## src/rtl/sbf_pkg.sv

```systemverilog
// Package: shared types for the batch-ready sample FIFO.
// Assumes the 2-bit mode field is cast MSB-first into dav_mode_t.
package sbf_pkg;
    typedef struct packed {
        logic active_high;  // 1: ready asserted high
        logic pulse_form;   // 1: half-period pulse, 0: held level
    } dav_mode_t;
endpackage

```

## src/rtl/sbf_store.sv

```systemverilog
// Module: sbf_store
// Circular sample buffer with a registered read port.
// Assumes single-cycle push/pop requests. A push while full is dropped
// and flagged. A pop while empty is ignored. The occupancy counter is the
// single source of truth for full and empty.
module sbf_store #(
    parameter int DATA_W = 10,
    parameter int DEPTH  = 16,
    parameter int CW     = $clog2(DEPTH + 1)
) (
    input  logic              clk,
    input  logic              rst_n,
    input  logic              push,
    input  logic [DATA_W-1:0] din,
    input  logic              pop,
    output logic              pop_ok,
    output logic [DATA_W-1:0] dout,
    output logic [CW-1:0]     fill,
    output logic              overflow
);
    localparam int PW = (DEPTH > 1) ? $clog2(DEPTH) : 1;
    localparam logic [CW-1:0] FULL_CNT = CW'(DEPTH);
    localparam logic [PW-1:0] LAST_IDX = PW'(DEPTH - 1);

    logic [DATA_W-1:0] mem [DEPTH];
    logic [PW-1:0]     wp, rp;
    logic              push_ok;

    // Accept decisions from current occupancy.
    always_comb begin
        push_ok = push && (fill != FULL_CNT);
        pop_ok  = pop && (fill != '0);
    end

    // Sample storage, written only on an accepted push.
    always_ff @(posedge clk) begin
        if (push_ok) mem[wp] <= din;
    end

    // Pointers, occupancy, read register and sticky overflow.
    always_ff @(posedge clk) begin
        if (!rst_n) begin
            wp       <= '0;
            rp       <= '0;
            fill     <= '0;
            dout     <= '0;
            overflow <= 1'b0;
        end else begin
            if (push_ok) wp <= (wp == LAST_IDX) ? '0 : wp + PW'(1);
            if (pop_ok) begin
                rp   <= (rp == LAST_IDX) ? '0 : rp + PW'(1);
                dout <= mem[rp];
            end
            fill <= fill + CW'(push_ok) - CW'(pop_ok);
            if (push && !push_ok) overflow <= 1'b1;
        end
    end
endmodule

```

## src/rtl/sbf_trigger.sv

```systemverilog
// Module: sbf_trigger
// Batch trigger: fires when enough samples wait and no batch is
// outstanding. It then counts accepted reads down before re-arming.
// Assumes the batch size is already clamped to 1..DEPTH. A firing is
// held off in a cycle that accepts a read, so each read counts once.
module sbf_trigger #(
    parameter int CW = 5
) (
    input  logic          clk,
    input  logic          rst_n,
    input  logic          pulse_form,
    input  logic [CW-1:0] fill,
    input  logic [CW-1:0] batch_eff,
    input  logic          rd_ok,
    output logic          lvl_q,
    output logic          pls_q
);
    logic [CW-1:0] reads_left;
    logic          fire;

    // Trigger condition: armed, enough samples, no read this cycle.
    always_comb fire = (reads_left == '0) && (fill >= batch_eff) && !rd_ok;

    // Batch counter and output state registers.
    always_ff @(posedge clk) begin
        if (!rst_n) begin
            reads_left <= '0;
            lvl_q      <= 1'b0;
            pls_q      <= 1'b0;
        end else begin
            pls_q <= fire && pulse_form;
            if (fire)                          reads_left <= batch_eff;
            else if (rd_ok && reads_left != '0) reads_left <= reads_left - CW'(1);
            if (fire && !pulse_form) lvl_q <= 1'b1;
            else if (rd_ok)          lvl_q <= 1'b0;
        end
    end
endmodule

```

## src/rtl/sample_batch_fifo.sv

```systemverilog
// Module: sample_batch_fifo (top)
// Sample FIFO with a batch-ready output of selectable polarity and form.
// Assumes clk is the conversion clock. The pulse form is gated with its
// high phase, so the pulse lasts half a period. Mode is expected to stay
// steady outside reset.
module sample_batch_fifo #(
    parameter int DATA_W = 10,
    parameter int DEPTH  = 16,
    parameter int CW     = $clog2(DEPTH + 1)
) (
    input  logic              clk,
    input  logic              rst_n,
    input  logic [1:0]        mode,
    input  logic [CW-1:0]     batch_size,
    input  logic              wr_stb,
    input  logic [DATA_W-1:0] wr_data,
    input  logic              rd_stb,
    output logic [DATA_W-1:0] rd_data,
    output logic              data_avail,
    output logic [CW-1:0]     fill,
    output logic              fifo_full,
    output logic              fifo_empty,
    output logic              overflow
);
    import sbf_pkg::*;

    localparam logic [CW-1:0] MAX_BATCH = CW'(DEPTH);

    dav_mode_t     m;
    logic [CW-1:0] batch_eff;
    logic          rd_ok, lvl_q, pls_q, act;

    // Decode the mode field and clamp the batch size into 1..DEPTH.
    always_comb begin
        m = dav_mode_t'(mode);
        if (batch_size == '0)            batch_eff = CW'(1);
        else if (batch_size > MAX_BATCH) batch_eff = MAX_BATCH;
        else                             batch_eff = batch_size;
    end

    sbf_store #(.DATA_W(DATA_W), .DEPTH(DEPTH), .CW(CW)) u_store (
        .clk      (clk),
        .rst_n    (rst_n),
        .push     (wr_stb),
        .din      (wr_data),
        .pop      (rd_stb),
        .pop_ok   (rd_ok),
        .dout     (rd_data),
        .fill     (fill),
        .overflow (overflow)
    );

    sbf_trigger #(.CW(CW)) u_trig (
        .clk        (clk),
        .rst_n      (rst_n),
        .pulse_form (m.pulse_form),
        .fill       (fill),
        .batch_eff  (batch_eff),
        .rd_ok      (rd_ok),
        .lvl_q      (lvl_q),
        .pls_q      (pls_q)
    );

    // Output shaping: pulse limited to the high phase, then polarity.
    always_comb begin
        act        = lvl_q | (pls_q & clk);
        data_avail = m.active_high ? act : ~act;
        fifo_full  = (fill == MAX_BATCH);
        fifo_empty = (fill == '0);
    end
endmodule

```

## config.mk

```make
export PLATFORM = sky130hd
export DESIGN_NAME = sample_batch_fifo
export DESIGN_NICKNAME = d
export VERILOG_FILES = /design/src/rtl/sbf_pkg.sv /design/src/rtl/sbf_store.sv /design/src/rtl/sbf_trigger.sv /design/src/rtl/sample_batch_fifo.sv
export SDC_FILE = /design/constraint.sdc
export NUM_CORES = 1
export LEC_CHECK = 0
export ABC_AREA = 1
export BUFFER_PORTS_ARGS = -buffer_cell sky130_fd_sc_hd__buf_2
export CORE_ASPECT_RATIO = 1.2
export CORE_MARGIN = 2
export CORE_UTILIZATION = 51
export CTS_CLUSTER_SIZE = 25
export DETAILED_ROUTE_END_ITERATION = 12
export PLACE_DENSITY = 0.69
export SKIP_LAST_GASP = 1
export SLEW_MARGIN = 0
export SYNTH_ARGS = -nofsm -noshare
export SYNTH_HDL_FRONTEND = slang
export SYNTH_SLANG_ARGS = --single-unit
```

## constraint.sdc

```tcl
create_clock -name clk -period 4.7 [get_ports clk]
set_input_delay 1.41 -clock clk [delete_from_list [all_inputs] [get_ports clk]]
set_output_delay 1.41 -clock clk [all_outputs]
set_load 0.005 [all_outputs]
```

==> results of run 1 <==
==> power by group through the flow <==
stage	sequential (mW)	combinational, mW	clock [mW]
5_1_grt	2.06	1.25	1.62
6_report	2.05	1.11	1.54
2_1_floorplan	2.03	0.858	0.00444
4_1_cts	2.05	1.11	1.56
3_3_place_gp	2.08	1.06	0.00698
3_5_place_dp	2.09	1.10	0.00698
==> routing by layer <==
metal  wire (um)  share of wire, %  up-vias  GRT usage, %
met1        7280                38     2664          26.6
met5           0                 0        -             0
met2        9770                51      207          40.1
met4         768               4.0        0          12.1
li1            -                 -     2615             -
met3        1250               6.6       48          6.67
==> cell type report <==
type / instances / area, sq um
fill: 1287 / 6570
sequential: 191 / 5430
multi-input combinational: 461 / 2370
clock buffer: 23 / 513
tap: 208 / 260
timing repair buffer: 42 / 220
inverter: 55 / 206
clock inverter: 13 / 134
==> tightest hold or removal path, stage by stage (launching register included) <==
cell and delay, ns:
dfxtp_1 0.31, inv_1 0.04, a21oi_1 0.05
==> worst max path at each step <==
| stage | start | end | slack [ns] | depth (start not counted) |
|---|---|---|---|---|
| finish | clk | data_avail | 0.29 | 5 |
| detailed placement | clk | data_avail | 0.56 | 3 |
| CTS | clk | data_avail | 0.28 | 5 |
| global route | clk | data_avail | 0.21 | 5 |
| global placement | clk | data_avail | 0.56 | 3 |
| floorplan | clk | data_avail | 0.63 | 2 |
==> per-stage QoR <==
stage	hold slack (ns)	cell area (sq um)
floorplan	0.447	8260
global placement	0.433	8490
detailed placement	0.442	8490
CTS	0.452	9130
global route	0.456	9130
finish	0.452	9130
==> synthesized netlist by cell type (all sizes together) (6+ instances only) <==
cell and count:
a21oi 33, buf 26, clkbuf 9, dfxtp 31, edfxtp 160, ha 17, inv 54, nand2 76
nand3 30, nand4 7, nor2 157, o211ai 20, o21ai 99, or2 10, xor2 6
==> logic make-up after synthesis <==
kind of cell    after synthesis
xor+xnor                      6
compound gates              154
fa+ha+maj                    18
buf+inv                      90
flops                       191
simple gates                283
==> flip-flops by register name, indices dropped and copies added (netlist names) <==
register	count
u_store.dout	10
u_store.fill	5
u_store.mem	160
u_store.overflow	1
u_store.rp	4
u_store.wp	4
u_trig.lvl_q	1
u_trig.pls_q	1
u_trig.reads_left	5
==> results.ini, run 1 <==
[power_and_ir_drop]
power_density_nw_per_um2=514
power_switching_mw=1.49
seqPwrFrac_pct=43.6
p_total_mw=4.70
p_leak_nw=3.37
p_sw_share_pct=31.7
p_clk_share_pct=32.8
p_comb_share_pct=23.6
intPower_mw=3.21
ir_worst_vdd_mv=0.247

[setup_path]
regToRegSetupSlack_ns=1.64
cpPeakStageDelay_ns=0.14
path_cells=clkbuf_16 -> clkbuf_16 -> a21oi_1 -> xor2_1 -> buf_2
path_class=clk2out
end_kind=output pin
path_max_fanout=2
cp.arrival_ns=3.00
cp_top_family=buffers and inverters
crit_buf_inv=3
critPathSlowestCell=a21oi_1
path_common_cell=clkbuf_16
crit_required_ns=3.29
reg2reg_to=u_store.fill[4]$_SDFF_PN0_
worstSetupStartpointType=clock port
ff2ff_path_depth=14
r2r-start=u_store.fill[2]$_SDFF_PN0_

[drt]
wire_per_inst_um=19.2
drc_errors=0
drt_iter0_drc=512
postRouteWirelength_um=19100
vias=5534
dr.pass1.iters=5
via_per_inst=5.57
ant_nets=0

[timing]
worstMarginPinSlew_ns=1.06
postLayoutSetupSlackWorst_ns=0.290
hold_viol=0
slew_headroom_pct=28.9
rsz0062_at_grt=false
setup_tns_ns=0
setup_violations=0
fin_skew_ns=0.0111
slew_viol_final=0

[worst_hold_path]
hold_end=u_store.overflow$_SDFFE_PN0P_
hold_path_depth=2
hold_start=u_store.overflow$_SDFFE_PN0P_
hp-class=reg2reg

[synthesis]
synth_cell_types=35
async_flop_share_pct=0
synth_nets=781
synthSimpleGateAreaFrac_pct=14.7
ys_ff_latch=191
ys_seq_area_share_pct=65.7
synth_top_area_cell=edfxtp_1
synth_xor_area_share_pct=0.636
synthMuxAreaShare_pct=0
synth_adder_area_share_pct=2.82
synth_top_family_by_area=simple AND/OR/NAND/NOR gates
synth-compound-area-share_pct=10.6
synth_top_area_share_pct=58.2
yosysWarnings=0
ys.flop_type=edfxtp_1
synth_edf_count=160
syn-cell-area_sq_um=8260
ys_top_cells_by_area=edfxtp_1, dfxtp_1, nor2_1, o21ai_0, nand2_1
synthCells=742
syn_avg_cell_area_sq_um=11.1

[die]
row_count=50
dieArea_sq_um=17200
initial_core_util_pct=52.6
dieHeight_um=143
die_w_um=120
core_area_sq_um=15700
io_pins=40

[cts]
clk_latency_ns=0.55
cts_tree=done
hold_buffers=0
clk_pin_slew_ns=0.07
post_cts_buffers=0
ctsResizeCount=0

[grt]
grt_pass1_vias=5449
antenna_found_initial=0
grt_max_degree=64
gr-usage-all-layers_pct=23.4
grt_pass1_wl_um=29300
grt_overflow_total=0

[finish]
layout_common_cells=edfxtp_1, nor2_1, nand2_1
syn_to_final_growth_pct=10.6
layout-drive-gt1-share_pct=14.5
nets=811
final_common_cell=edfxtp_1
stdcell_count=993
diodes=0
final_core_util_pct=58.2

[placement]
io_buffers=39
pre_cts_slack_ns=0.558
place_inst=958
hpwl_um=12000
place_congestion=0.864

[outcome]
outcome=finished clean

[flow_run]
max_cap_violations=0

(Power assumes the default switching activity.)
==> inputs of run 2 (changes only) <==
BUFFER_PORTS_ARGS = unset   (was -buffer_cell sky130_fd_sc_hd__buf_2)
DONT_BUFFER_PORTS = 1   (was unset)
PLACE_DENSITY = 0.67   (was 0.69)
==> results.ini, run 2 (same netlist as run 1, synthesis figures left out) <==
[outcome]
outcome=finished clean

[die]
die_w_um=120  ; unchanged
initial_core_util_pct=52.6  ; unchanged
row_count=50  ; unchanged
dieArea_sq_um=17200  ; unchanged
core_area_sq_um=15700  ; unchanged
dieHeight_um=143  ; unchanged
io_pins=40  ; unchanged

[setup_path]
path_common_cell=clkbuf_16
cp.arrival_ns=2.93  ; -0.07 ns
end_kind=output pin
cp_top_family=buffers and inverters
path_cells=clkbuf_16 -> clkbuf_16 -> a21oi_1 -> xor2_1
path_max_fanout=2  ; unchanged
critPathSlowestCell=xor2_1
cpPeakStageDelay_ns=0.19  ; +0.05 ns
crit_required_ns=3.29  ; about the same
crit_buf_inv=2  ; -1
path_class=clk2out
worstSetupStartpointType=clock port

[finish]
nets=775  ; -4.4%
largest_reg_flops=160  ; unchanged
nFillCells=1249  ; -3.0%
layout-drive-gt1-share_pct=10.5  ; -4.0 points
largest_register=u_store.mem
stdcell_count=957  ; -3.6%
diodes=0  ; unchanged
syn_to_final_growth_pct=9.12
layout_common_cells=edfxtp_1, nor2_1, nand2_1
top_regs=u_store.mem (160), u_store.dout (10)
final_common_cell=edfxtp_1

[drt]
wire_per_inst_um=19.1  ; -0.49%
postRouteWirelength_um=18300  ; -4.1%
drt_iter0_drc=380  ; -26%
ant_nets=0  ; unchanged
dr.pass1.iters=6  ; +1
drc_errors=0  ; unchanged
wl_met1_um=7240  ; -0.55%
dr.max_layer_used=met4
via_per_inst=5.64  ; +1.2%
vias=5399  ; -2.4%
wl_met3_um=1220  ; -2.4%
route.met2.wl_um=9500  ; -2.8%

[grt]
grt_pass1_wl_um=28100  ; -3.9%
gr-usage-all-layers_pct=22.3  ; -1.1 points
grt_max_degree=94  ; +47%
grt_pass1_vias=5269  ; -3.3%
grt_overflow_total=0  ; unchanged
antenna_found_initial=0  ; unchanged

[timing]
setup_violations=0  ; unchanged
hold_viol=0  ; unchanged
fin_skew_ns=0.00869  ; -0.00239 ns
rsz0062_at_grt=false
postLayoutSetupSlackWorst_ns=0.355  ; +0.0645 ns
slew_viol_final=0  ; unchanged
setup_tns_ns=0  ; unchanged
slew_headroom_pct=27.3  ; -1.7 points
worstMarginPinSlew_ns=1.09  ; +0.0250 ns

[power_and_ir_drop]
ir_worst_vdd_mv=0.266  ; +7.8%
p_leak_nw=3.24  ; -3.7%
power_density_nw_per_um2=522  ; +1.4%

[placement]
hpwl_um=11500  ; -4.5%
place_inst=922  ; -3.8%
io_buffers=0  ; -100%
place_congestion=0.850  ; -1.6%
pre_cts_slack_ns=0.632  ; +0.0742 ns

[cts]
clk_latency_ns=0.54  ; about the same
ctsResizeCount=0  ; unchanged
hold_buffers=0  ; unchanged
clk_pin_slew_ns=0.07  ; about the same
cts_tree=done
post_cts_buffers=0  ; unchanged

[worst_hold_path]
hp-class=reg2reg

[flow_run]
max_cap_violations=0  ; unchanged

-- run 2: changes by cell type in the layout (fill, tap and decap cells not counted), sizes merged --
cell / before / now
buf: 43 / 7
bufinv: 2 / 4
clkinvlp: 2 / 0
-- run 2: worst paths after layout --
kind                                               startpoint                       endpoint  slack (ns)  cells after the start
worst max register to register     u_store.fill[3]$_SDFF_PN0_     u_store.fill[4]$_SDFF_PN0_        1.92                     13
worst min register to register  u_store.overflow$_SDFFE_PN0P_  u_store.overflow$_SDFFE_PN0P_        0.48                      2
worst max-delay path                                      clk                     data_avail        0.36                      4
worst min-delay path            u_store.overflow$_SDFFE_PN0P_  u_store.overflow$_SDFFE_PN0P_        0.48                      2
-- run 2: cell type report --
cell class | instances | area, sq um | share of cell area, %
tap | 208 | 260 | 2.89
clock inverter | 13 | 184 | 2.04
sequential | 191 | 5430 | 60.2
clock buffer | 22 | 508 | 5.64
inverter | 55 | 206 | 2.29
timing repair buffer | 7 | 52.6 | 0.583
multi-input combinational | 461 | 2370 | 26.3
-- run 2: tightest hold or removal path, stage by stage, from the launching register on --
cell and delay [ns]:
dfxtp_1 0.33, inv_1 0.05, a21oi_1 0.05
-- run 2: power by group --
group	total [mW]	switching [mW]	internal, mW
combinational	1.02	0.691	0.329
sequential	2.04	0.0884	1.95
clock	1.65	0.642	1.00
total	4.70	1.42	3.28
-- run 2: stage by stage --
step | total power [mW] | hold slack (ns) | instance area, sq um | utilization, %
global route | 4.93 | 0.508 | 9010 | 57.4
CTS | 4.72 | 0.476 | 9010 | 57.4
floorplan | 2.90 | 0.447 | 8260 | -
finish | 4.70 | 0.478 | 9010 | 57.4
detailed placement | 3.09 | 0.466 | 8320 | 53.0
global placement | 3.04 | 0.457 | 8320 | 53.0
-- run 2: per-layer routing --
metal	up-vias	GRT usage (%)
met4	0	8.61
met2	185	38.6
li1	2545	-
met3	23	5.20
met1	2646	27.0
met5	-	0
==> inputs of run 3 (changes only) <==
ABC_AREA = 0   (was 1)
==> results.ini, run 3 <==
[outcome]
outcome=finished clean

[synthesis]
ys_seq_area_share_pct=69.9  ; +4.2 points
synth_top_area_share_pct=61.9  ; +3.7 points
syn_avg_cell_area_sq_um=17.5  ; +57%
ys_ff_latch=191  ; unchanged
ys.flop_type=edfxtp_1
yosysWarnings=0  ; unchanged
synth_nets=483  ; -38%
synth_cell_types=48  ; +37%
synthCells=444  ; -40%
syn-cell-area_sq_um=7760  ; -6.0%
yosysMostFrequentCell=edfxtp_1
ys_top_cells_by_area=edfxtp_1, mux4_2, dfxtp_1, mux2i_1, ha_1
synth_edf_count=160  ; unchanged
synth_common_cells=edfxtp_1, mux4_2, dfxtp_1, nor2_1, mux2i_1
async_flop_share_pct=0  ; unchanged
synth_top_area_cell=edfxtp_1

[cts]
hold_buffers=0  ; unchanged
clk_pin_slew_ns=0.06  ; about the same
post_cts_buffers=0  ; unchanged
clk_latency_ns=0.54  ; about the same
ctsResizeCount=0  ; unchanged
cts_tree=done

[die]
core_area_sq_um=15000  ; -4.7%
dieArea_sq_um=16200  ; -5.8%
die_w_um=117  ; -2.9%
io_pins=40  ; unchanged
row_count=49  ; -2.0%
dieHeight_um=139  ; -3.0%
initial_core_util_pct=51.9  ; -0.69 points

[power_and_ir_drop]
power_density_nw_per_um2=494  ; -5.2%
ir_worst_vdd_mv=0.254  ; -4.5%
p_leak_nw=2.77  ; -14%

[timing]
worstMarginPinSlew_ns=1.16  ; +0.0764 ns
hold_viol=0  ; unchanged
setup_violations=0  ; unchanged
rsz0062_at_grt=false
fin_skew_ns=0.00531  ; -0.00337 ns
slew_viol_final=0  ; unchanged
setup_tns_ns=0  ; unchanged
slew_headroom_pct=22.4  ; -4.8 points

[setup_path]
end_kind=output pin
critPathSlowestCell=xor2_1
cp.arrival_ns=2.93  ; about the same
path_common_cell=clkbuf_16
path_cells=clkbuf_16 -> clkbuf_16 -> a21oi_1 -> xor2_1
path_class=clk2out
cpPeakStageDelay_ns=0.19  ; about the same
path_max_fanout=2  ; unchanged
crit_required_ns=3.29  ; about the same
worstSetupStartpointType=clock port

[finish]
largest_reg_flops=160  ; unchanged
final_area_sq_um=8590  ; -4.7%
layout-drive-gt1-share_pct=19.2  ; +8.6 points
diodes=0  ; unchanged
syn_to_final_growth_pct=10.6
nets=491  ; -37%
final_common_cell=edfxtp_1
top_regs=u_store.mem (160), u_store.dout (10)
largest_register=u_store.mem
final_core_util_pct=57.4  ; about the same
layout_common_cells=edfxtp_1, mux4_2, nor2_1, dfxtp_1, mux2i_1

[drt]
vias=3922  ; -27%
drc_errors=0  ; unchanged
dr.pass1.iters=5  ; -1
via_per_inst=5.87  ; +4.1%
ant_nets=0  ; unchanged
wire_per_inst_um=21.9  ; +15%
drt_iter0_drc=284  ; -25%
postRouteWirelength_um=14600  ; -20%

[placement]
placed_area_sq_um=7960  ; -4.3%
hpwl_um=9080  ; -21%
place_congestion=0.745  ; -12%
io_buffers=0  ; unchanged

[grt]
antenna_found_initial=0  ; unchanged
grt_pass1_wl_um=22600  ; -20%
grt_max_degree=44  ; -53%
grt_overflow_total=0  ; unchanged
gr-usage-all-layers_pct=19.5  ; -2.7 points
grt_pass1_vias=4039  ; -23%

[worst_hold_path]
hp-class=reg2reg

[flow_run]
max_cap_violations=0  ; unchanged

==> run 3: cell types whose count changed after synthesis, sizes merged, moves of 13 or more <==
cell	previous run	this run
o211ai	20	1
nor2	157	29
inv	54	14
mux4	0	40
a21oi	33	13
nand3	30	16
buf	26	13
nand2	76	17
mux2i	0	25
o21ai	99	5
==> run 3: layout make-up <==
type	count	area, sq um
inverter	15	56.3
timing repair buffer	9	67.6
clock buffer	23	512
tap	204	255
sequential	191	5430
fill	1147	6370
clock inverter	11	119
multi-input combinational	215	2150
==> run 3: where the power goes <==
part	internal (mW)	switching, mW
Combinational	0.342	0.373
Sequential	1.94	0.105
Clock	0.886	0.604
==> run 3: cell families (layout without fill, tap and decap cells) <==
kind of cell | after synthesis | after routing | synth area share (%)
buffers and inverters | 38 | 58 | 2.40
DFF | 191 | 191 | 69.9
AOI/OAI and AO/OA | 40 | 40 | 3.48
xor gates and xnor gates | 6 | 6 | 0.677
muxes | 65 | 65 | 14.8
and+or+nand+nor | 86 | 86 | 5.74
adders and majority gates | 18 | 18 | 3.00
==> run 3: critical path, delay by kind of cell <==
kind                   cells  cell delay, ns
AO/OA/AOI/OAI              1            0.14
buffers and inverters      2            0.25
XOR/XNOR                   1            0.19
==> run 3: per-stage QoR <==
step	instances	setup WS, ns	hold slack (ns)	power, mW
floorplan	444	0.632	0.460	2.64
global placement	634	0.632	0.486	2.79
detailed placement	634	0.632	0.496	2.81
CTS	668	0.352	0.512	4.29
global route	668	0.267	0.542	4.45
finish	668	0.363	0.505	4.25
==> run 3: layer usage <==
layer | vias to the layer above | part of all wire (%) | GRT usage [%]
met5 | - | 0 | 0
met4 | 0 | 2.4 | 7.99
met3 | 23 | 4.8 | 5.81
met2 | 97 | 52 | 33.0
met1 | 2040 | 40 | 23.3
li1 | 1762 | - | -
==> run 3: final timing paths <==
path                                   end  cells after the start                           from  slack, ns
max reg2reg     u_store.fill[4]$_SDFF_PN0_                     16     u_store.fill[3]$_SDFF_PN0_       1.68
max                             data_avail                      4                            clk       0.36
min reg2reg  u_store.overflow$_SDFFE_PN0P_                      2  u_store.overflow$_SDFFE_PN0P_       0.51
min          u_store.overflow$_SDFFE_PN0P_                      2  u_store.overflow$_SDFFE_PN0P_       0.51
